## src/rtl/mblend_pkg.sv

```systemverilog
package mblend_pkg;
   // fractional bits of the blend weight; full weight is 1 << BLEND_SH
   localparam int unsigned BLEND_SH = 6;
   localparam int unsigned W_ONE    = 1 << BLEND_SH;

   typedef enum logic {
      SEQ_IDLE = 1'b0,
      SEQ_RUN  = 1'b1
   } seq_state_e;
endpackage

```

## src/rtl/mblend_lane.sv

```systemverilog
// One pixel lane: clamp weight, mix predictors, absolute difference to source.
module mblend_lane
   import mblend_pkg::*;
#(
   parameter int unsigned SMP_W = 16,
   parameter int unsigned MSK_W = 8
) (
   input  logic             hbd_i,
   input  logic             inv_i,
   input  logic [SMP_W-1:0] src_i,
   input  logic [SMP_W-1:0] pa_i,
   input  logic [SMP_W-1:0] pb_i,
   input  logic [MSK_W-1:0] msk_i,
   output logic [SMP_W-1:0] absd_o
);
   localparam int unsigned WT_W  = BLEND_SH + 1;
   localparam int unsigned MIX_W = SMP_W + BLEND_SH + 1;

   logic [SMP_W-1:0] a_eff, b_eff, s_eff;
   logic [WT_W-1:0]  m_cl, wa, wb;
   logic [MIX_W-1:0] mix;
   logic [SMP_W-1:0] blend;

   // sample narrowing variant: only present when samples are wider than 8 bits
   generate
      if (SMP_W > 8) begin : g_narrow
         always_comb begin
            a_eff = hbd_i ? pa_i  : {{(SMP_W-8){1'b0}}, pa_i[7:0]};
            b_eff = hbd_i ? pb_i  : {{(SMP_W-8){1'b0}}, pb_i[7:0]};
            s_eff = hbd_i ? src_i : {{(SMP_W-8){1'b0}}, src_i[7:0]};
         end
      end else begin : g_plain
         always_comb begin
            a_eff = pa_i;
            b_eff = pb_i;
            s_eff = src_i;
         end
      end
   endgenerate

   always_comb begin
      m_cl  = (msk_i > MSK_W'(W_ONE)) ? WT_W'(W_ONE) : WT_W'(msk_i);
      wa    = inv_i ? (WT_W'(W_ONE) - m_cl) : m_cl;
      wb    = WT_W'(W_ONE) - wa;
      mix   = MIX_W'(wa) * MIX_W'(a_eff) + MIX_W'(wb) * MIX_W'(b_eff)
            + MIX_W'(W_ONE / 2);
      blend = SMP_W'(mix >> BLEND_SH);
      absd_o = (blend >= s_eff) ? (blend - s_eff) : (s_eff - blend);
   end
endmodule

```

## src/rtl/mblend_seq.sv

```systemverilog
// Beat sequencer: tracks column beat and row inside the block.
module mblend_seq
   import mblend_pkg::*;
#(
   parameter int unsigned DIM_W = 8,
   parameter int unsigned LANES = 4
) (
   input  logic             clk,
   input  logic             rst_n,
   input  logic             start_i,
   input  logic [DIM_W-1:0] width_i,
   input  logic [DIM_W-1:0] height_i,
   input  logic             fire_i,
   output logic             running_o,
   output logic             last_o
);
   localparam int unsigned LSH = $clog2(LANES);

   seq_state_e       state_q;
   logic [DIM_W-1:0] col_q, row_q, col_max_q, row_max_q;

   always_ff @(posedge clk or negedge rst_n) begin
      if (!rst_n) begin
         state_q   <= SEQ_IDLE;
         col_q     <= '0;
         row_q     <= '0;
         col_max_q <= '0;
         row_max_q <= '0;
      end else if (start_i) begin
         state_q   <= SEQ_RUN;
         col_q     <= '0;
         row_q     <= '0;
         col_max_q <= DIM_W'((width_i >> LSH) - DIM_W'(1));
         row_max_q <= DIM_W'(height_i - DIM_W'(1));
      end else if (fire_i) begin
         if (last_o) begin
            state_q <= SEQ_IDLE;
         end else if (col_q == col_max_q) begin
            col_q <= '0;
            row_q <= row_q + DIM_W'(1);
         end else begin
            col_q <= col_q + DIM_W'(1);
         end
      end
   end

   assign running_o = (state_q == SEQ_RUN);
   assign last_o    = running_o && (col_q == col_max_q) && (row_q == row_max_q);
endmodule

```

## src/rtl/mblend_sad.sv

```systemverilog
module mblend_sad
   import mblend_pkg::*;
#(
   parameter int unsigned LANES = 4,
   parameter int unsigned SMP_W = 16,
   parameter int unsigned MSK_W = 8,
   parameter int unsigned DIM_W = 8,
   parameter int unsigned ACC_W = 32
) (
   input  logic                      clk,
   input  logic                      rst_n,
   input  logic                      start_i,
   input  logic [DIM_W-1:0]          cfg_width_i,
   input  logic [DIM_W-1:0]          cfg_height_i,
   input  logic                      cfg_invert_i,
   input  logic                      cfg_hbd_i,
   input  logic                      in_valid_i,
   output logic                      in_ready_o,
   input  logic [LANES*SMP_W-1:0]    src_i,
   input  logic [LANES*SMP_W-1:0]    pred_a_i,
   input  logic [LANES*SMP_W-1:0]    pred_b_i,
   input  logic [LANES*MSK_W-1:0]    mask_i,
   output logic                      done_o,
   output logic [ACC_W-BLEND_SH-1:0] cost_o
);
   localparam int unsigned BEAT_W = SMP_W + $clog2(LANES) + 1;
   localparam int unsigned COST_W = ACC_W - BLEND_SH;

   // elaboration-time parameter checks
   generate
      if (LANES < 1 || (LANES & (LANES - 1)) != 0) begin : g_bad_lanes
         $error("LANES must be a power of two");
      end
      if (MSK_W < BLEND_SH + 1) begin : g_bad_msk
         $error("MSK_W too narrow to carry a full weight");
      end
      if (SMP_W < 8) begin : g_bad_smp
         $error("SMP_W must be at least 8");
      end
      if (ACC_W < 2 * SMP_W - 2) begin : g_bad_acc
         $error("ACC_W too narrow for the largest block");
      end
   endgenerate

   logic              running, last_beat, fire;
   logic              inv_q, hbd_q;
   logic [SMP_W-1:0]  lane_d [LANES];
   logic [BEAT_W-1:0] beat_sum;
   logic [ACC_W-1:0]  acc_q, acc_nxt, acc_rnd;
   logic              done_q;
   logic [COST_W-1:0] cost_q;

   assign fire = in_valid_i && running && !start_i;

   mblend_seq #(.DIM_W(DIM_W), .LANES(LANES)) u_seq (
      .clk      (clk),
      .rst_n    (rst_n),
      .start_i  (start_i),
      .width_i  (cfg_width_i),
      .height_i (cfg_height_i),
      .fire_i   (fire),
      .running_o(running),
      .last_o   (last_beat)
   );

   generate
      for (genvar k = 0; k < LANES; k++) begin : g_lane
         mblend_lane #(.SMP_W(SMP_W), .MSK_W(MSK_W)) u_lane (
            .hbd_i (hbd_q),
            .inv_i (inv_q),
            .src_i (src_i[k*SMP_W +: SMP_W]),
            .pa_i  (pred_a_i[k*SMP_W +: SMP_W]),
            .pb_i  (pred_b_i[k*SMP_W +: SMP_W]),
            .msk_i (mask_i[k*MSK_W +: MSK_W]),
            .absd_o(lane_d[k])
         );
      end
   endgenerate

   always_comb begin
      beat_sum = '0;
      for (int k = 0; k < LANES; k++) begin
         beat_sum = beat_sum + BEAT_W'(lane_d[k]);
      end
      acc_nxt = acc_q + ACC_W'(beat_sum);
      acc_rnd = acc_nxt + ACC_W'(W_ONE / 2 - 1);
   end

   always_ff @(posedge clk or negedge rst_n) begin
      if (!rst_n) begin
         inv_q  <= 1'b0;
         hbd_q  <= 1'b0;
         acc_q  <= '0;
         done_q <= 1'b0;
         cost_q <= '0;
      end else begin
         done_q <= fire && last_beat;
         if (start_i) begin
            inv_q <= cfg_invert_i;
            hbd_q <= cfg_hbd_i;
            acc_q <= '0;
         end else if (fire) begin
            acc_q <= acc_nxt;
            if (last_beat) begin
               cost_q <= COST_W'(acc_rnd >> BLEND_SH);
            end
         end
      end
   end

   assign in_ready_o = running;
   assign done_o     = done_q;
   assign cost_o     = cost_q;
endmodule

```

## config.mk

```make
export PLATFORM = sky130hd
export DESIGN_NAME = mblend_sad
export DESIGN_NICKNAME = d
export VERILOG_FILES = /design/src/rtl/mblend_pkg.sv /design/src/rtl/mblend_lane.sv /design/src/rtl/mblend_seq.sv /design/src/rtl/mblend_sad.sv
export SDC_FILE = /design/constraint.sdc
export NUM_CORES = 2
export LEC_CHECK = 0
export CORE_AREA = 2 2 194 339
export CTS_BUF_LIST = sky130_fd_sc_hd__clkbuf_4 sky130_fd_sc_hd__clkbuf_8
export DETAILED_ROUTE_END_ITERATION = 8
export DIE_AREA = 0 0 196 341
export PLACE_DENSITY = 0.94
export RECOVER_POWER = 100
export REMOVE_ABC_BUFFERS = 1
export SYNTH_ARGS = -nofsm -noshare
export SYNTH_HDL_FRONTEND = slang
export SYNTH_SLANG_ARGS = --single-unit
export TNS_END_PERCENT = 1
```

## constraint.sdc

```tcl
create_clock -name clk -period 24.2 [get_ports clk]
set_input_delay 7.26 -clock clk [delete_from_list [all_inputs] [get_ports clk]]
set_output_delay 7.26 -clock clk [all_outputs]
set_load 0.1 [all_outputs]
```

==> impl_metrics.json <==
{
  "root_buffer": "clkbuf_8",
  "cp_max_fo": 16,
  "dp.cells": 5885,
  "max-cap-violations": 4,
  "synth_top_family_by_area": "adder cells",
  "first_pass_iters": 8,
  "worst_setup_path_start_kind": "input pin",
  "fin_crit_sh_pct": 96.2,
  "remaining_drc_errors": 0,
  "worst_ep_arrival_time_ns": 23.50,
  "antenna_found_initial": 8,
  "area_growth_syn_to_layout_pct": 9.38,
  "cp_common_cell": "fa_1",
  "synthAdderAreaFrac_pct": 49.8,
  "dp.final_hpwl_um": 96000,
  "async_flop_share_pct": 100,
  "io_buffer_count": 271,
  "chipHeight_um": 341,
  "grt_use_total_pct": 34.9,
  "grt_overflow": 0,
  "outcome": "complete, but fails checks",
  "muxShareOfSynthArea_pct": 1.36,
  "mostFrequentLayoutCell": "inv_1",
  "synthSimpleGateAreaFrac_pct": 18.0,
  "synth_compound_gate_area_share_pct": 9.03,
  "netlist_instances": 4892,
  "start_util_pct": 64.5,
  "ant_nets": 0,
  "max_slew.worst_pin.slew_ns": 3.51,
  "violations": "max-capacitance violations, max-slew violations",
  "min_path_cells": 2,
  "setup_tns_ns": 0,
  "worstSetupEndpointType": "flip-flop",
  "grt_pass1_vias": 38600,
  "cpPeakStageDelay_ns": 0.74,
  "final_cell_mix": "inv_1 (962), fa_1 (751), nand2_1 (516), ha_1 (442), nor2_1 (329)",
  "routedWlPerCell_um": 19.3,
  "slew_violations": 221,
  "gp_congestion": 0.969,
  "fin_cells": 5909,
  "fin_worst_skew_ns": 0.0319,
  "io_pins": 274,
  "crit_required_ns": 24.41,
  "via_per_inst": 6.02,
  "dp_slack_ns": 0.627,
  "fin_ws_ns": 0.912,
  "coreArea_sq_mm": 0.0640,
  "syn-cell-area_sq_mm": 0.0413,
  "cts_max_level": 3,
  "ys_ff_latch": 93,
  "hp-start": "cost_o[25]",
  "nets": 6523,
  "maxSlewHeadroom_pct": -134,
  "reg2regPathDepth": 58,
  "routed_wl_um": 114000,
  "syn_area_per_cell_sq_um": 8.44,
  "cp-startpoint": "mask_i[7]",
  "r2r-start": "inv_q",
  "yosys_most_used_dff": "dfrtp_1",
  "critPathKind": "in2reg",
  "synthXorXnorAreaFrac_pct": 5.81,
  "rsz0062_at_grt": "no",
  "die_w_um": 196,
  "grt_pass1_wl_um": 185000,
  "numClockSinks": 93,
  "max_freq_mhz": 42.9,
  "grt_max_degree": 100,
  "clk_pin_slew_ns": 0.10,
  "cts_setup_buffers": 0,
  "drive_gt1_share_pct": 2.67,
  "hold_viol": 0,
  "ys.warnings.count": 0,
  "synth.distinct_cells": 79,
  "period_minus_slack_ns": 23.29,
  "cts_tree": "yes",
  "clockBufferDepth": 2,
  "insertion_delay_ns": 0.40,
  "vias": 35600,
  "dieArea_sq_mm": 0.0668,
  "setup_violations": 0,
  "hold_class": "reg2reg",
  "drt-initial-drc-count": 2480,
  "yosysSeqAreaShare_pct": 5.64,
  "num_rows": 123,
  "critical_path.slowest_cell": "dlygate4sd3_1",
  "cts-buffers-inserted": 9,
  "synth_edf_count": 0
}
-- per-layer routing --
metal,GRT usage [%],share of wire (%),up-vias,routed length (um)
li1,-,-,15800,-
met1,36.1,32,17300,36400
met2,63.9,52,1879,59500
met3,4.40,6.9,658,7890
met4,26.7,8.9,2,10100
met5,0,0.011,-,13
-- path summary, 6_finish.rpt --
path / endpoint / slack [ns]
worst max-delay path: cost_o[19] / 0.91
worst min-delay path: cost_o[25] / 0.47
worst max register to register: cost_o[24] / 7.96
worst min register to register: cost_o[25] / 0.47
max in group asynchronous: hbd_q / 12.71
min in group asynchronous: cost_o[20] / 7.54
-- Yosys cell counts, drive strengths merged, types with 3 or more instances --
library cell	count	area, sq um
buf	20	80.1
o21a	24	180
or3b	4	35.0
or2	6	37.5
nand4	20	125
mux2	18	203
nor2b	63	394
o211ai	18	135
fa	751	15000
and4	4	35.0
nand2	516	1940
and3	107	669
o31ai	16	120
dfrtp	93	2330
mux2i	36	360
a2111oi	7	62.6
nor3	62	315
nand2b	13	81.3
inv	964	3620
a21boi	5	37.5
a21o	75	563
a31oi	19	119
o21bai	53	398
a211oi	22	178
or4	3	26.3
nor4b	3	41.3
a31o	4	35.0
a21oi	200	1000
nor4	22	144
a211o	5	43.8
clkbuf	148	556
xor2	103	902
nor2	329	1230
or3	21	131
a221oi	3	26.3
o31a	4	35.0
nor3b	10	75.1
and2	161	1010
xnor2	171	1500
ha	442	5530
o41ai	3	26.3
nand3	210	1050
o21ai	94	470
o2111ai	9	85.1
-- worst max-delay path, delay by kind of cell --
kind	cells	cell delay, ns
buffers and inverters	13	2.30
adders and majority gates	14	5.91
muxes	1	0.25
AOI/OAI and AO/OA	13	3.45
and+or+nand+nor	11	2.93
xor gates and xnor gates	5	1.36
-- logic make-up after synthesis --
group / after synthesis
AOI/OAI and AO/OA: 583
xor gates and xnor gates: 274
adders and majority gates: 1193
buffers and inverters: 1133
DFF: 93
muxes: 54
and+or+nand+nor: 1562
-- sequential cells by signal (all words and copies together) (netlist names) --
register	flops
u_seq.row_q	8
done_o	1
inv_q	1
acc_q	32
u_seq.col_max_q	7
u_seq.running_o	1
u_seq.col_q	8
cost_o	26
u_seq.row_max_q	8
hbd_q	1
-- layout make-up --
type / instances / area (sq um)
Antenna cell: 8 / 20.0
Clock buffer: 9 / 124
Clock inverter: 7 / 65.1
Fill cell: 4614 / 18900
Inverter: 965 / 3620
Multi-Input combinational cell: 3666 / 34700
Sequential cell: 93 / 2330
Tap cell: 812 / 1020
Timing Repair Buffer: 349 / 3260
-- through the flow --
| step | cell area, sq um | hold WS (ns) | utilization [%] |
|---|---|---|---|
| 2_1_floorplan | 40600 | 0.484 | - |
| 3_3_place_gp | 45000 | 0.452 | 70.2 |
| 3_5_place_dp | 45000 | 0.463 | 70.2 |
| 4_1_cts | 45200 | 0.484 | 70.5 |
| 5_1_grt | 45100 | 0.506 | 70.5 |
| 6_report | 45100 | 0.473 | 70.5 |
-- repair_timing --
item                       4_1_cts  5_1_grt
setup endpoints to repair        0        1
hold buffers                     0        0
gates resized for setup          0        1
hold endpoints to repair         0        0
Power is left out: the tool's default activity adds up to more than one toggle a clock period on the data nets, which glitch-free logic cannot reach.
